`src/rtl/tag_remap_pkg.sv`:
```
package tag_remap_pkg;
  localparam int unsigned DEF_ID_W  = 4;
  localparam int unsigned DEF_TAG_W = 8;
  localparam int unsigned DEF_PAY_W = 32;
endpackage

```
`src/rtl/tag_remap_pool.sv`:
```
module tag_remap_pool #(
  parameter int unsigned ID_W = tag_remap_pkg::DEF_ID_W
) (
  input  logic            clk,
  input  logic            rst,
  input  logic            take,
  input  logic            rel,
  input  logic [ID_W-1:0] rel_id,
  output logic            avail,
  output logic [ID_W-1:0] free_id,
  output logic            rel_hit
);
  localparam int unsigned NUM = 1 << ID_W;

  logic [NUM-1:0] in_use;

  // lowest-index-first search over the free slots
  always_comb begin
    free_id = '0;
    avail   = 1'b0;
    for (int i = NUM - 1; i >= 0; i--) begin
      if (!in_use[i]) begin
        free_id = ID_W'(i);
        avail   = 1'b1;
      end
    end
  end

  assign rel_hit = in_use[rel_id];

  // take and release never name the same slot: one is free, the other busy
  always_ff @(posedge clk) begin
    if (rst) begin
      in_use <= '0;
    end else begin
      if (take && avail)  in_use[free_id] <= 1'b1;
      if (rel && rel_hit) in_use[rel_id]  <= 1'b0;
    end
  end
endmodule

```
`src/rtl/tag_remap_table.sv`:
```
module tag_remap_table #(
  parameter int unsigned ID_W  = tag_remap_pkg::DEF_ID_W,
  parameter int unsigned TAG_W = tag_remap_pkg::DEF_TAG_W
) (
  input  logic             clk,
  input  logic             we,
  input  logic [ID_W-1:0]  waddr,
  input  logic [TAG_W-1:0] wdata,
  input  logic [ID_W-1:0]  raddr,
  output logic [TAG_W-1:0] rdata
);
  localparam int unsigned NUM = 1 << ID_W;

  logic [TAG_W-1:0] mem [NUM];

  always_ff @(posedge clk) begin
    if (we) mem[waddr] <= wdata;
  end

  assign rdata = mem[raddr];
endmodule

```
`src/rtl/tag_remap.sv`:
```
module tag_remap #(
  parameter int unsigned ID_W  = tag_remap_pkg::DEF_ID_W,
  parameter int unsigned TAG_W = tag_remap_pkg::DEF_TAG_W,
  parameter int unsigned PAY_W = tag_remap_pkg::DEF_PAY_W
) (
  input  logic             clk,
  input  logic             rst,
  input  logic             up_req_valid,
  output logic             up_req_ready,
  input  logic [TAG_W-1:0] up_req_tag,
  input  logic [PAY_W-1:0] up_req_payload,
  output logic             dn_req_valid,
  input  logic             dn_req_ready,
  output logic [ID_W-1:0]  dn_req_id,
  output logic [PAY_W-1:0] dn_req_payload,
  input  logic             dn_rsp_valid,
  output logic             dn_rsp_ready,
  input  logic [ID_W-1:0]  dn_rsp_id,
  input  logic [PAY_W-1:0] dn_rsp_payload,
  output logic             up_rsp_valid,
  input  logic             up_rsp_ready,
  output logic [TAG_W-1:0] up_rsp_tag,
  output logic [PAY_W-1:0] up_rsp_payload,
  output logic             rsp_unknown_id
);
  logic            avail;
  logic [ID_W-1:0] free_id;
  logic            rel_hit;
  logic            req_fire;
  logic            rsp_fire;

  assign req_fire = up_req_valid && dn_req_ready && avail;
  assign rsp_fire = dn_rsp_valid && up_rsp_ready;

  tag_remap_pool #(.ID_W(ID_W)) u_pool (
    .clk     (clk),
    .rst     (rst),
    .take    (req_fire),
    .rel     (rsp_fire),
    .rel_id  (dn_rsp_id),
    .avail   (avail),
    .free_id (free_id),
    .rel_hit (rel_hit)
  );

  tag_remap_table #(.ID_W(ID_W), .TAG_W(TAG_W)) u_table (
    .clk   (clk),
    .we    (req_fire),
    .waddr (free_id),
    .wdata (up_req_tag),
    .raddr (dn_rsp_id),
    .rdata (up_rsp_tag)
  );

  assign dn_req_valid   = up_req_valid && avail;
  assign up_req_ready   = dn_req_ready && avail;
  assign dn_req_id      = free_id;
  assign dn_req_payload = up_req_payload;

  assign up_rsp_valid   = dn_rsp_valid;
  assign dn_rsp_ready   = up_rsp_ready;
  assign up_rsp_payload = dn_rsp_payload;

  always_ff @(posedge clk) begin
    if (rst) rsp_unknown_id <= 1'b0;
    else     rsp_unknown_id <= rsp_fire && !rel_hit;
  end
endmodule

```
`config.mk`:
```
export PLATFORM = sky130hd
export DESIGN_NAME = tag_remap
export DESIGN_NICKNAME = d
export VERILOG_FILES = /design/src/rtl/tag_remap_pkg.sv /design/src/rtl/tag_remap_pool.sv /design/src/rtl/tag_remap_table.sv /design/src/rtl/tag_remap.sv
export SDC_FILE = /design/constraint.sdc
export NUM_CORES = 1
export LEC_CHECK = 0
export BUFFER_PORTS_ARGS = -buffer_cell sky130_fd_sc_hd__buf_2
export CAP_MARGIN = 0
export CORE_ASPECT_RATIO = 2
export CORE_MARGIN = 4
export CORE_UTILIZATION = 50
export DETAILED_ROUTE_END_ITERATION = 10
export PLACE_DENSITY = 0.83
export SLEW_MARGIN = 20
export SYNTH_ARGS = -nofsm -noshare
export SYNTH_HDL_FRONTEND = slang
export SYNTH_HIERARCHICAL = 1
export SYNTH_SLANG_ARGS = --single-unit
```
`constraint.sdc`:
```
create_clock -name clk -period 6.1 [get_ports clk]
set_input_delay 0.61 -clock clk [delete_from_list [all_inputs] [get_ports clk]]
set_output_delay 0.61 -clock clk [all_outputs]
set_load 0.01 [all_outputs]
```
==> results.sh, run 1 <==
export IMPL_cts_setup_buffers=0
export IMPL_cts_tree="yes"
export IMPL_grt_use_total_pct=19.3
export IMPL_final_nets=476
export IMPL_syn_area_per_cell_sq_um=15.9
export IMPL_fin_area_sq_um=6930
export IMPL_clk_path_buf_depth=2
export IMPL_overflow=0
export IMPL_criticalPathCategory="reg2reg"
export IMPL_r2r_start="u_pool/in_use[10]"
export IMPL_grt_pass1_vias=3773
export IMPL_crit_arrival_ps=3040
export IMPL_final_cell_mix="edfxtp_1 (128), buf_2 (34), nor2_1 (23), nand2_1 (22), mux4_2 (22)"
export IMPL_synth_edf_count=128
export IMPL_switching_share_pct=22.4
export IMPL_slew_headroom_pct=31.0
export IMPL_period_share_pct=49.1
export IMPL_worstPathCellList="nand2_1 -> a31oi_1 -> nor2_1 -> o31ai_4 -> inv_2 -> nand2b_1 -> nor2_1"
export IMPL_fin_worst_skew_ps=9.52
export IMPL_via_per_inst=6.59
export IMPL_min_period_ps=3000
export IMPL_antenna_found_initial=0
export IMPL_yosysWarnings=6
export IMPL_ctsHtreeMaxLevel=4
export IMPL_synthDistinctLibCells=47
export IMPL_total_power_w=0.00213
export IMPL_max_slew_worst_pin_slew_ps=1030
export IMPL_portBuffers=34
export IMPL_coreArea_sq_um=13100
export IMPL_fmax_mhz=334
export IMPL_cts_hold_fix_buffers=0
export IMPL_start_util_pct=51.0
export IMPL_grt_pass1_wl_mm=21.4
export IMPL_ys_seq_area_share_pct=62.8
export IMPL_grt_start_max_net_pins=45
export IMPL_cpMostUsedCell="nor2_1"
export IMPL_rows=59
export IMPL_dieArea_sq_um=15300
export IMPL_final_common_cell="edfxtp_1"
export IMPL_finalSetupViolCount=0
export IMPL_netlist_instances=419
export IMPL_critPathMaxStageDelay_ps=810
export IMPL_gp_congestion=0.991
export IMPL_wl_per_cell_um=24.6
export IMPL_synth_nets=501
export IMPL_final_hold_violation_count=0
export IMPL_dp_hpwl_mm=9.45
export IMPL_cp_start_kind="flop"
export IMPL_worstSetupStartpoint="u_pool/in_use[10]"
export IMPL_drc_errors=0
export IMPL_clkPwrFrac_pct=44.3
export IMPL_diodes=0
export IMPL_path_clk_slew_ps=60
export IMPL_tns_ps=0
export IMPL_cts_root_buf="clkbuf_16"
export IMPL_io_pins=163
export IMPL_power_frac_comb_pct=4.7
export IMPL_p_sw_w=0.000478
export IMPL_ys_ff_latch=145
export IMPL_netlist_area_sq_um=6660
export IMPL_dieHeight_um=171
export IMPL_crit_required_ps=6140
export IMPL_hold_path_class="in2reg"
export IMPL_intPower_w=0.00165
export IMPL_cts_made_buffers=17
export IMPL_cts_sinks=145
export IMPL_p_seq_share_pct=51.0
export IMPL_dpl_instance_area_sq_um=6390
export IMPL_drt_iter0_markers=423
export IMPL_routed_via_count=3682
export IMPL_postRouteAntennaNets=0
export IMPL_die_x_um=89.6
export IMPL_syn2layout_area_growth_pct=4.15
export IMPL_ir_worst_vdd_mv=0.222
export IMPL_p_leak_nw=2.27
export IMPL_crit_family="simple AND/OR/NAND/NOR gates"
export IMPL_rsz0062_at_grt="no"
export IMPL_cp_end_kind="flop"
export IMPL_synth_top_cell_area_share_pct=57.7
export IMPL_cts_resized=0
export IMPL_synth_ff_type="edfxtp_1"
export IMPL_maxSlewViolCount=0
export IMPL_yosys_area_top_type="edfxtp_1"
export IMPL_clock_latency_ps=420
export IMPL_crit_slowest_cell="nor2_1"
export IMPL_synth_area_top_cells="edfxtp_1 (58%), buf_4 (7.7%), mux4_2 (7.4%)"
export IMPL_crit_buf_inv=1
export IMPL_drv_cap=0
export IMPL_powerDensity_nw_per_um2=307
export IMPL_status="finished clean"
export IMPL_wirelength_mm=13.8
export IMPL_synthArstFlopShare_pct=0
export IMPL_drive_gt1_share_pct=26.5
export IMPL_dr_pass1_iters=5
export IMPL_hold_start="up_rsp_ready"
export IMPL_worstPathMaxFanout=12
## power by group through the flow
| stage | registers [W] | clock network, W | logic, W |
|---|---|---|---|
| 3_3_place_gp | 0.00111 | 0 | 0.0000981 |
| 6_report | 0.00109 | 0.000944 | 0.000101 |
| 5_1_grt | 0.00109 | 0.00101 | 0.000110 |
| 3_5_place_dp | 0.00111 | 0 | 0.000101 |
| 2_1_floorplan | 0.00111 | 0 | 0.000111 |
| 4_1_cts | 0.00109 | 0.000960 | 0.000102 |
## area by class of cell
cell class,instances,area (sq um)
clock buffers,17,425
clock inverters,15,120
fillers,1006,6130
inverters,7,26.3
multi-input cells,184,1780
flip-flops and latches,145,4180
well taps,152,190
repair buffers,39,208
## path summary, 6_finish.rpt
kind | cells past startpoint | slack, ps | end
setup / recovery | 7 | 3100 | u_table/mem[13][7]
hold / removal | 2 | 500 | rsp_unknown_id
setup reg to reg | 7 | 3100 | u_table/mem[13][7]
hold reg to reg | 2 | 510 | u_pool/in_use[11]
## Yosys cell counts (4+ instances only)
| cell | instances |
|---|---|
| a21oi_1 | 5 |
| a22oi_1 | 16 |
| a311oi_1 | 6 |
| a31oi_1 | 12 |
| and2_1 | 6 |
| buf_4 | 68 |
| buf_6 | 4 |
| clkbuf_8 | 4 |
| dfxtp_1 | 17 |
| edfxtp_1 | 128 |
| inv_1 | 5 |
| mux4_1 | 15 |
| mux4_2 | 22 |
| nand2_1 | 22 |
| nand2b_1 | 4 |
| nand3_1 | 5 |
| nand4_1 | 4 |
| nor2_1 | 23 |
| nor3_1 | 11 |
## kinds of logic (layout without fill, tap and decap cells)
logic type / count (synthesis) / after routing / synth area share, %
buffers and inverters: 90 / 78 / 10.4
multiplexers: 37 / 37 / 13.4
flip-flops: 145 / 145 / 62.8
AND/OR/NAND/NOR: 93 / 93 / 7.18
AO/OA/AOI/OAI: 54 / 54 / 6.20
## metrics by stage
step / worst slack, ps / instances / hold slack, ps / util [%]
finish: 3100 / 559 / 503 / 53.1
global route: 2940 / 559 / 513 / 53.1
CTS: 3090 / 559 / 490 / 53.1
detailed placement: 3100 / 527 / 498 / 48.9
global placement: 3110 / 527 / 487 / 48.9
floorplan: 3650 / 419 / 461 / -
## registers in the layout, indices dropped and copies added (netlist names)
name / cells
u_pool/in_use: 16
rsp_unknown_id: 1
u_table/mem: 128
## worst register-to-register path, stage by stage (launching register included)
cell	delay (ps)
dfxtp_1	420
nand2_1	140
a31oi_1	210
nor2_1	110
o31ai_4	420
inv_2	220
nand2b_1	280
nor2_1	820
## layer usage
metal | up-vias | wire length, um | global-route usage (%)
met5 | - | 0 | 0
met4 | 0 | 755 | 12.4
met3 | 87 | 1090 | 5.32
met2 | 243 | 7430 | 32.1
met1 | 1807 | 4500 | 21.1
li1 | 1545 | - | -
No activity file was read; power rests on OpenSTA's default activity.
==> run 2, diff against run 1 <==
--- a/config.mk
+++ b/config.mk
@@ -5,13 +5,14 @@
 export SDC_FILE = /design/constraint.sdc
 export NUM_CORES = 1
 export LEC_CHECK = 0
+export ABC_AREA = 1
 export BUFFER_PORTS_ARGS = -buffer_cell sky130_fd_sc_hd__buf_2
 export CAP_MARGIN = 0
 export CORE_ASPECT_RATIO = 2
 export CORE_MARGIN = 4
-export CORE_UTILIZATION = 50
+export CORE_UTILIZATION = 49
 export DETAILED_ROUTE_END_ITERATION = 10
-export PLACE_DENSITY = 0.83
+export PLACE_DENSITY = 0.84
 export SLEW_MARGIN = 20
 export SYNTH_ARGS = -nofsm -noshare
 export SYNTH_HDL_FRONTEND = slang
==> constraint.sdc (replaced) <==
create_clock -name clk -period 2.65 [get_ports clk]
set_input_delay 0.265 -clock clk [delete_from_list [all_inputs] [get_ports clk]]
set_output_delay 0.265 -clock clk [all_outputs]
set_load 0.01 [all_outputs]
==> run 2 against run 1 <==
- combinational power grew to 3.2 times the previous value
- register-to-register slack lost 2800 ps
- cell count grew 76%
- largest cell class unchanged
- highest routed layer unchanged
==> results.sh, run 2 <==
export IMPL_status="finished clean"
export IMPL_p_leak_nw=3.38
export IMPL_rows=62
export IMPL_synthDistinctLibCells=29
export IMPL_regMostFlops="u_table/mem"
export IMPL_gp_congestion=0.956
export IMPL_dr_pass1_iters=5
export IMPL_final_hold_violation_count=0
export IMPL_synth_top_family_by_area="simple AND/OR/NAND/NOR gates"
export IMPL_drive_gt1_share_pct=15.2
export IMPL_maxSlewViolCount=0
export IMPL_synth_compound_area_share_pct=3.11
export IMPL_grt_use_total_pct=21.1
export IMPL_fin_ws_ps=258
export IMPL_synth_xor_xnor_area_share_pct=0
export IMPL_wirelength_mm=17.5
export IMPL_r2r_cells=21
export IMPL_crit_required_ps=2780
export IMPL_routed_via_count=5263
export IMPL_synth_area_top_cells="edfxtp_1 (53%), nand2_1 (11%), buf_4 (7.3%)"
export IMPL_hold_worst_slack_ps=61.8
export IMPL_slew_headroom_pct=61.6
export IMPL_rsz0062_at_grt="no"
export IMPL_crit_arrival_ps=2520
export IMPL_syn_area_per_cell_sq_um=9.15
export IMPL_final_cell_mix="nand2_1 (220), edfxtp_1 (128), inv_1 (124), nand3_1 (106), buf_2 (34)"
export IMPL_period_share_pct=90.3
export IMPL_fillCellCount=1232
export IMPL_dieHeight_um=181
export IMPL_hold_start="rst"
export IMPL_yosysWarnings=6
export IMPL_netlist_area_sq_um=7290
export IMPL_dieArea_sq_um=17000
export IMPL_r2r_start="u_pool/in_use[15]"
export IMPL_drt_iter0_markers=451
export IMPL_start_util_pct=50.3
export IMPL_ys_ff_latch=145
export IMPL_cts_root_buf="clkbuf_16"
export IMPL_syn2layout_area_growth_pct=8.05
export IMPL_ff_latch_area_sq_um=4180
export IMPL_fmax_mhz=418
export IMPL_drc_errors=0
export IMPL_overflow=0
export IMPL_final_cells=986
export IMPL_worstPathCellList="inv_2 -> nand2_1 -> nand2_1 -> nand2_1 -> nand2_1 -> nand2_1 -> nand2_1 -> nand2_1 -> nand2_1 -> nand2_1 -> nand2_1 -> nand2_1 -> nand2_1 -> nand2_1 -> nand2_2 -> nand2_1 -> inv_1 -> inv_1 -> nand2_1 -> nor2_2 -> buf_4"
export IMPL_worstPathMaxFanout=9
export IMPL_diodes=0
export IMPL_ir_worst_vdd_mv=0.482
export IMPL_dp_slack_ps=265
export IMPL_tns_ps=0
export IMPL_endpoint="u_table/mem[6][0]"
export IMPL_criticalPathCategory="reg2reg"
export IMPL_die_x_um=94.3
export IMPL_cpMostUsedCell="nand2_1"
export IMPL_cts_tree="yes"
export IMPL_coreArea_sq_um=14500
export IMPL_wl_per_cell_um=17.7
export IMPL_multi_input_area_sq_um=1920
export IMPL_drv_cap=0
export IMPL_largest_register_ffs=128
export IMPL_ctsHtreeMaxLevel=4
export IMPL_powerDensity_nw_per_um2=691
export IMPL_grt_start_max_net_pins=65
export IMPL_cts_hold_fix_buffers=0
export IMPL_dp_cells=954
export IMPL_ys_seq_area_share_pct=57.4
export IMPL_portBuffers=34
export IMPL_reg_top3="u_table/mem (128), u_pool/in_use (16), rsp_unknown_id (1)"
export IMPL_synth_edf_count=128
export IMPL_cts_made_buffers=17
export IMPL_synthArstFlopShare_pct=0
export IMPL_synthMuxAreaShare_pct=0
export IMPL_r2r_slack_ps=260
export IMPL_synth_ff_type="edfxtp_1"
export IMPL_synth_nets=879
export IMPL_max_slew_worst_pin_slew_ps=576
export IMPL_clk_path_buf_depth=2
export IMPL_cts_sinks=145
export IMPL_grt_pass1_wl_mm=26.3
export IMPL_clock_latency_ps=420
export IMPL_worstSetupStartpoint="u_pool/in_use[15]"
export IMPL_dp_hpwl_mm=11.8
export IMPL_antenna_found_initial=0
export IMPL_rr_endpoint="u_table/mem[6][0]"
export IMPL_yosys_area_top_type="edfxtp_1"
export IMPL_fin_worst_skew_ps=9.10
export IMPL_cp_end_kind="flop"
export IMPL_final_nets=863
export IMPL_grt_pass1_vias=5128
export IMPL_path_clk_slew_ps=60
export IMPL_min_period_ps=2390
export IMPL_synth_common_cells="nand2_1 (221), edfxtp_1 (128), inv_1 (124), nand3_1 (106), buf_4 (71)"
export IMPL_cp_start_kind="flop"
export IMPL_yosys_area_share_simple_pct=23.1
export IMPL_finalSetupViolCount=0
export IMPL_via_per_inst=5.34
export IMPL_synth_most_common_cell="nand2_1"
export IMPL_io_pins=163
export IMPL_synth_adder_area_share_pct=0
export IMPL_hold_path_class="in2reg"
export IMPL_netlist_instances=797
export IMPL_fin_util_pct=54.3
export IMPL_postRouteAntennaNets=0
export IMPL_crit_slowest_cell="dfxtp_1"
export IMPL_synth_top_cell_area_share_pct=52.7
export IMPL_final_common_cell="nand2_1"
export IMPL_critPathMaxStageDelay_ps=360
run 2: changes by cell type after synthesis, moves of 10 or more:
cell	previous run	this run
nand3_1	5	106
inv_2	2	15
a21oi_1	5	16
buf_2	3	13
inv_1	5	124
mux4_1	15	0
a31oi_1	12	0
mux4_2	22	0
nand2_1	22	221
a22oi_1	16	0
run 2: layout make-up:
class,count,area share [%]
Timing Repair Buffer,58,4.61
Multi-Input combinational cell,420,24.3
Inverter,139,6.62
Clock buffer,20,5.67
Tap cell,192,3.05
Clock inverter,12,2.62
Sequential cell,145,53.1
run 2: logic make-up after synthesis:
logic type	count (synthesis)
AND/OR/NAND/NOR	381
buffers and inverters	232
flip-flops	145
AO/OA/AOI/OAI	39
run 2: routing by layer:
metal  global-route usage (%)  routed length (um)  up-vias
li1                         -                   -     2477
met1                     20.1                5670     2394
met2                     37.1                9220      290
met3                     5.06                1240      102
met4                     17.0                1360        0
met5                        0                   0        -
run 2: worst min-delay path by stage:
stage | endpoint | depth (start not counted) | slack (ps)
after CTS | u_pool/in_use[2] | 2 | 50
after floorplan | u_pool/in_use[0] | 1 | 340
after global routing | u_pool/in_use[0] | 2 | 60
after detailed placement | u_pool/in_use[15] | 2 | 470
after global placement | u_pool/in_use[15] | 2 | 460
final | u_pool/in_use[0] | 2 | 60
run 2: what timing repair did:
item | 4_1_cts | 5_1_grt
setup endpoints to repair | 0 | 24
gates resized for setup | 0 | 3
setup buffers | 0 | 0
hold endpoints to repair | 0 | 0
run 2: worst max-delay path: cells and delay by family, from the launching register on:
family | cells | cell delay [ps]
simple gates | 17 | 1320
buf+inv | 4 | 430
flops | 1 | 360
run 2: power by group:
part	total, W	internal (W)	switching, W
sequential	0.00250	0.00249	0.00000599
combinational	0.000325	0.0000883	0.000236
clock	0.00261	0.00170	0.000915
total	0.00544	0.00428	0.00116
run 2: stage by stage:
stage,total power [W],cell area (sq um)
2_1_floorplan,0.00284,7290
3_3_place_gp,0.00286,7220
3_5_place_dp,0.00287,7220
4_1_cts,0.00546,7870
5_1_grt,0.00560,7880
6_report,0.00544,7880
==> run 3, diff against run 2 <==
--- a/config.mk
+++ b/config.mk
@@ -10,9 +10,10 @@
 export CAP_MARGIN = 0
 export CORE_ASPECT_RATIO = 2
 export CORE_MARGIN = 4
-export CORE_UTILIZATION = 49
+export CORE_UTILIZATION = 50
+export CTS_BUF_LIST = sky130_fd_sc_hd__clkbuf_2
 export DETAILED_ROUTE_END_ITERATION = 10
-export PLACE_DENSITY = 0.84
+export PLACE_DENSITY = 0.86
 export SLEW_MARGIN = 20
 export SYNTH_ARGS = -nofsm -noshare
 export SYNTH_HDL_FRONTEND = slang
==> run 3 against run 2 <==
- hold slack worse by 44 ps
- critical path type is now reg2out
- clock skew rose by 85 ps
- first-iteration DRC count up 16%
==> results.sh, run 3 (same netlist as run 2, synthesis figures left out) <==
export IMPL_routed_via_count=5286
export IMPL_clk_path_buf_depth=3
export IMPL_ir_worst_vdd_mv=0.277
export IMPL_p_leak_nw=3.26
export IMPL_coreArea_sq_um=14400
export IMPL_finalSetupViolCount=0
export IMPL_cts_made_buffers=25
export IMPL_dp_hpwl_mm=11.7
export IMPL_fmax_mhz=397
export IMPL_hold_worst_slack_ps=18.1
export IMPL_regMostFlops="u_table/mem"
export IMPL_grt_start_max_net_pins=65
export IMPL_clock_latency_ps=660
export IMPL_min_period_ps=2520
export IMPL_wirelength_mm=17.1
export IMPL_maxSlewViolCount=0
export IMPL_via_per_inst=5.32
export IMPL_start_util_pct=50.8
export IMPL_fin_worst_skew_ps=93.8
export IMPL_path_clk_slew_ps=220
export IMPL_cp_start_kind="flop"
export IMPL_powerDensity_nw_per_um2=551
export IMPL_tns_ps=0
export IMPL_rows=62
export IMPL_io_pins=163
export IMPL_final_hold_violation_count=0
export IMPL_dieHeight_um=179
export IMPL_antenna_found_initial=1
export IMPL_drive_gt1_share_pct=15.6
export IMPL_final_common_cell="nand2_1"
export IMPL_total_power_w=0.00414
export IMPL_hold_path_class="in2reg"
export IMPL_criticalPathCategory="reg2out"
export IMPL_grt_pass1_wl_mm=25.5
export IMPL_overflow=0
export IMPL_worstPathMaxFanout=6
export IMPL_grt_use_total_pct=20.6
export IMPL_wl_per_cell_um=17.3
export IMPL_cts_tree="yes"
export IMPL_drt_iter0_markers=522
export IMPL_largest_register_ffs=128
export IMPL_postRouteAntennaNets=0
export IMPL_status="finished clean"
export IMPL_grt_pass1_vias=5130
export IMPL_period_share_pct=95.0
export IMPL_crit_arrival_ps=2250
export IMPL_drv_cap=0
export IMPL_slew_headroom_pct=59.8
export IMPL_final_cell_mix="nand2_1 (219), edfxtp_1 (128), inv_1 (123), nand3_1 (106), buf_2 (34)"
export IMPL_final_nets=876
export IMPL_dr_pass1_iters=7
export IMPL_reg_top3="u_table/mem (128), u_pool/in_use (16), rsp_unknown_id (1)"
export IMPL_gp_congestion=0.973
export IMPL_max_slew_worst_pin_slew_ps=602
export IMPL_ctsHtreeMaxLevel=4
export IMPL_crit_required_ps=2380
export IMPL_cts_sinks=145
export IMPL_syn2layout_area_growth_pct=3.05
export IMPL_dieArea_sq_um=16700
export IMPL_cp_end_kind="output port"
export IMPL_die_x_um=93.4
export IMPL_portBuffers=34
export IMPL_cts_root_buf="clkbuf_2"
export IMPL_drc_errors=0
## run 3: cell types whose count changed in the layout (fill, tap and decap cells not counted), sizes merged
| cell | before | now |
|---|---|---|
| clkbuf | 20 | 27 |
| clkinvlp | 4 | 0 |
| dlygate4sd3 | 0 | 3 |
| buf | 58 | 60 |
| bufinv | 5 | 3 |
| clkinv | 2 | 3 |
| diode | 0 | 1 |
| inv | 140 | 139 |
## run 3: final timing paths
kind | slack, ps | from | depth (start not counted) | endpoint
worst max-delay path | 130 | u_pool/in_use[5] | 7 | dn_req_id[3]
worst max register to register | 310 | u_pool/in_use[9] | 7 | u_table/mem[5][0]
worst min-delay path | 20 | up_req_tag[7] | 1 | u_table/mem[15][7]
worst min register to register | 480 | u_pool/in_use[15] | 2 | u_pool/in_use[15]
## run 3: worst max-delay path, stage by stage (launching register included)
cell	delay (ps)
dfxtp_1	420
inv_2	70
nor4_4	370
nand4_2	170
inv_2	110
nand2_1	70
inv_1	190
buf_2	190
## run 3: metrics by stage
stage	area, sq um	utilization, %	setup WS (ps)	cells
after floorplan	7290	-	450	797
after global placement	7190	50.1	403	951
after detailed placement	7190	50.1	337	951
after CTS	7460	52.0	96.8	987
after global routing	7510	52.4	-44.1	993
final	7510	52.4	134	993
## run 3: what timing repair did
item	4_1_cts	5_1_grt
hold buffers	3	0
hold endpoints to repair	3	0
buffers inserted	0	5
resized for setup	0	5
endpoints found under the setup margin	0	6
## run 3: power breakdown
group | leakage, nW | internal (W) | total [W] | switching [W]
Clock | 0.162 | 0.000574 | 0.00131 | 0.000737
Combinational | 1.81 | 0.0000924 | 0.000327 | 0.000235
Sequential | 1.29 | 0.00249 | 0.00250 | 0.00000688
## run 3: cell type report
type	instances	area [sq um]
fill	1196	6840
timing repair buffer	63	408
clock inverter	6	103
clock buffer	27	135
multi-input combinational	420	1920
tap	192	240
inverter	139	522
antenna	1	2.50
sequential	145	4190
## run 3: routing by layer
metal | share of wire (%) | global-route usage, %
met1 | 32 | 19.0
met2 | 53 | 37.9
met3 | 7.2 | 3.36
met4 | 7.7 | 17.7
met5 | 0 | 0
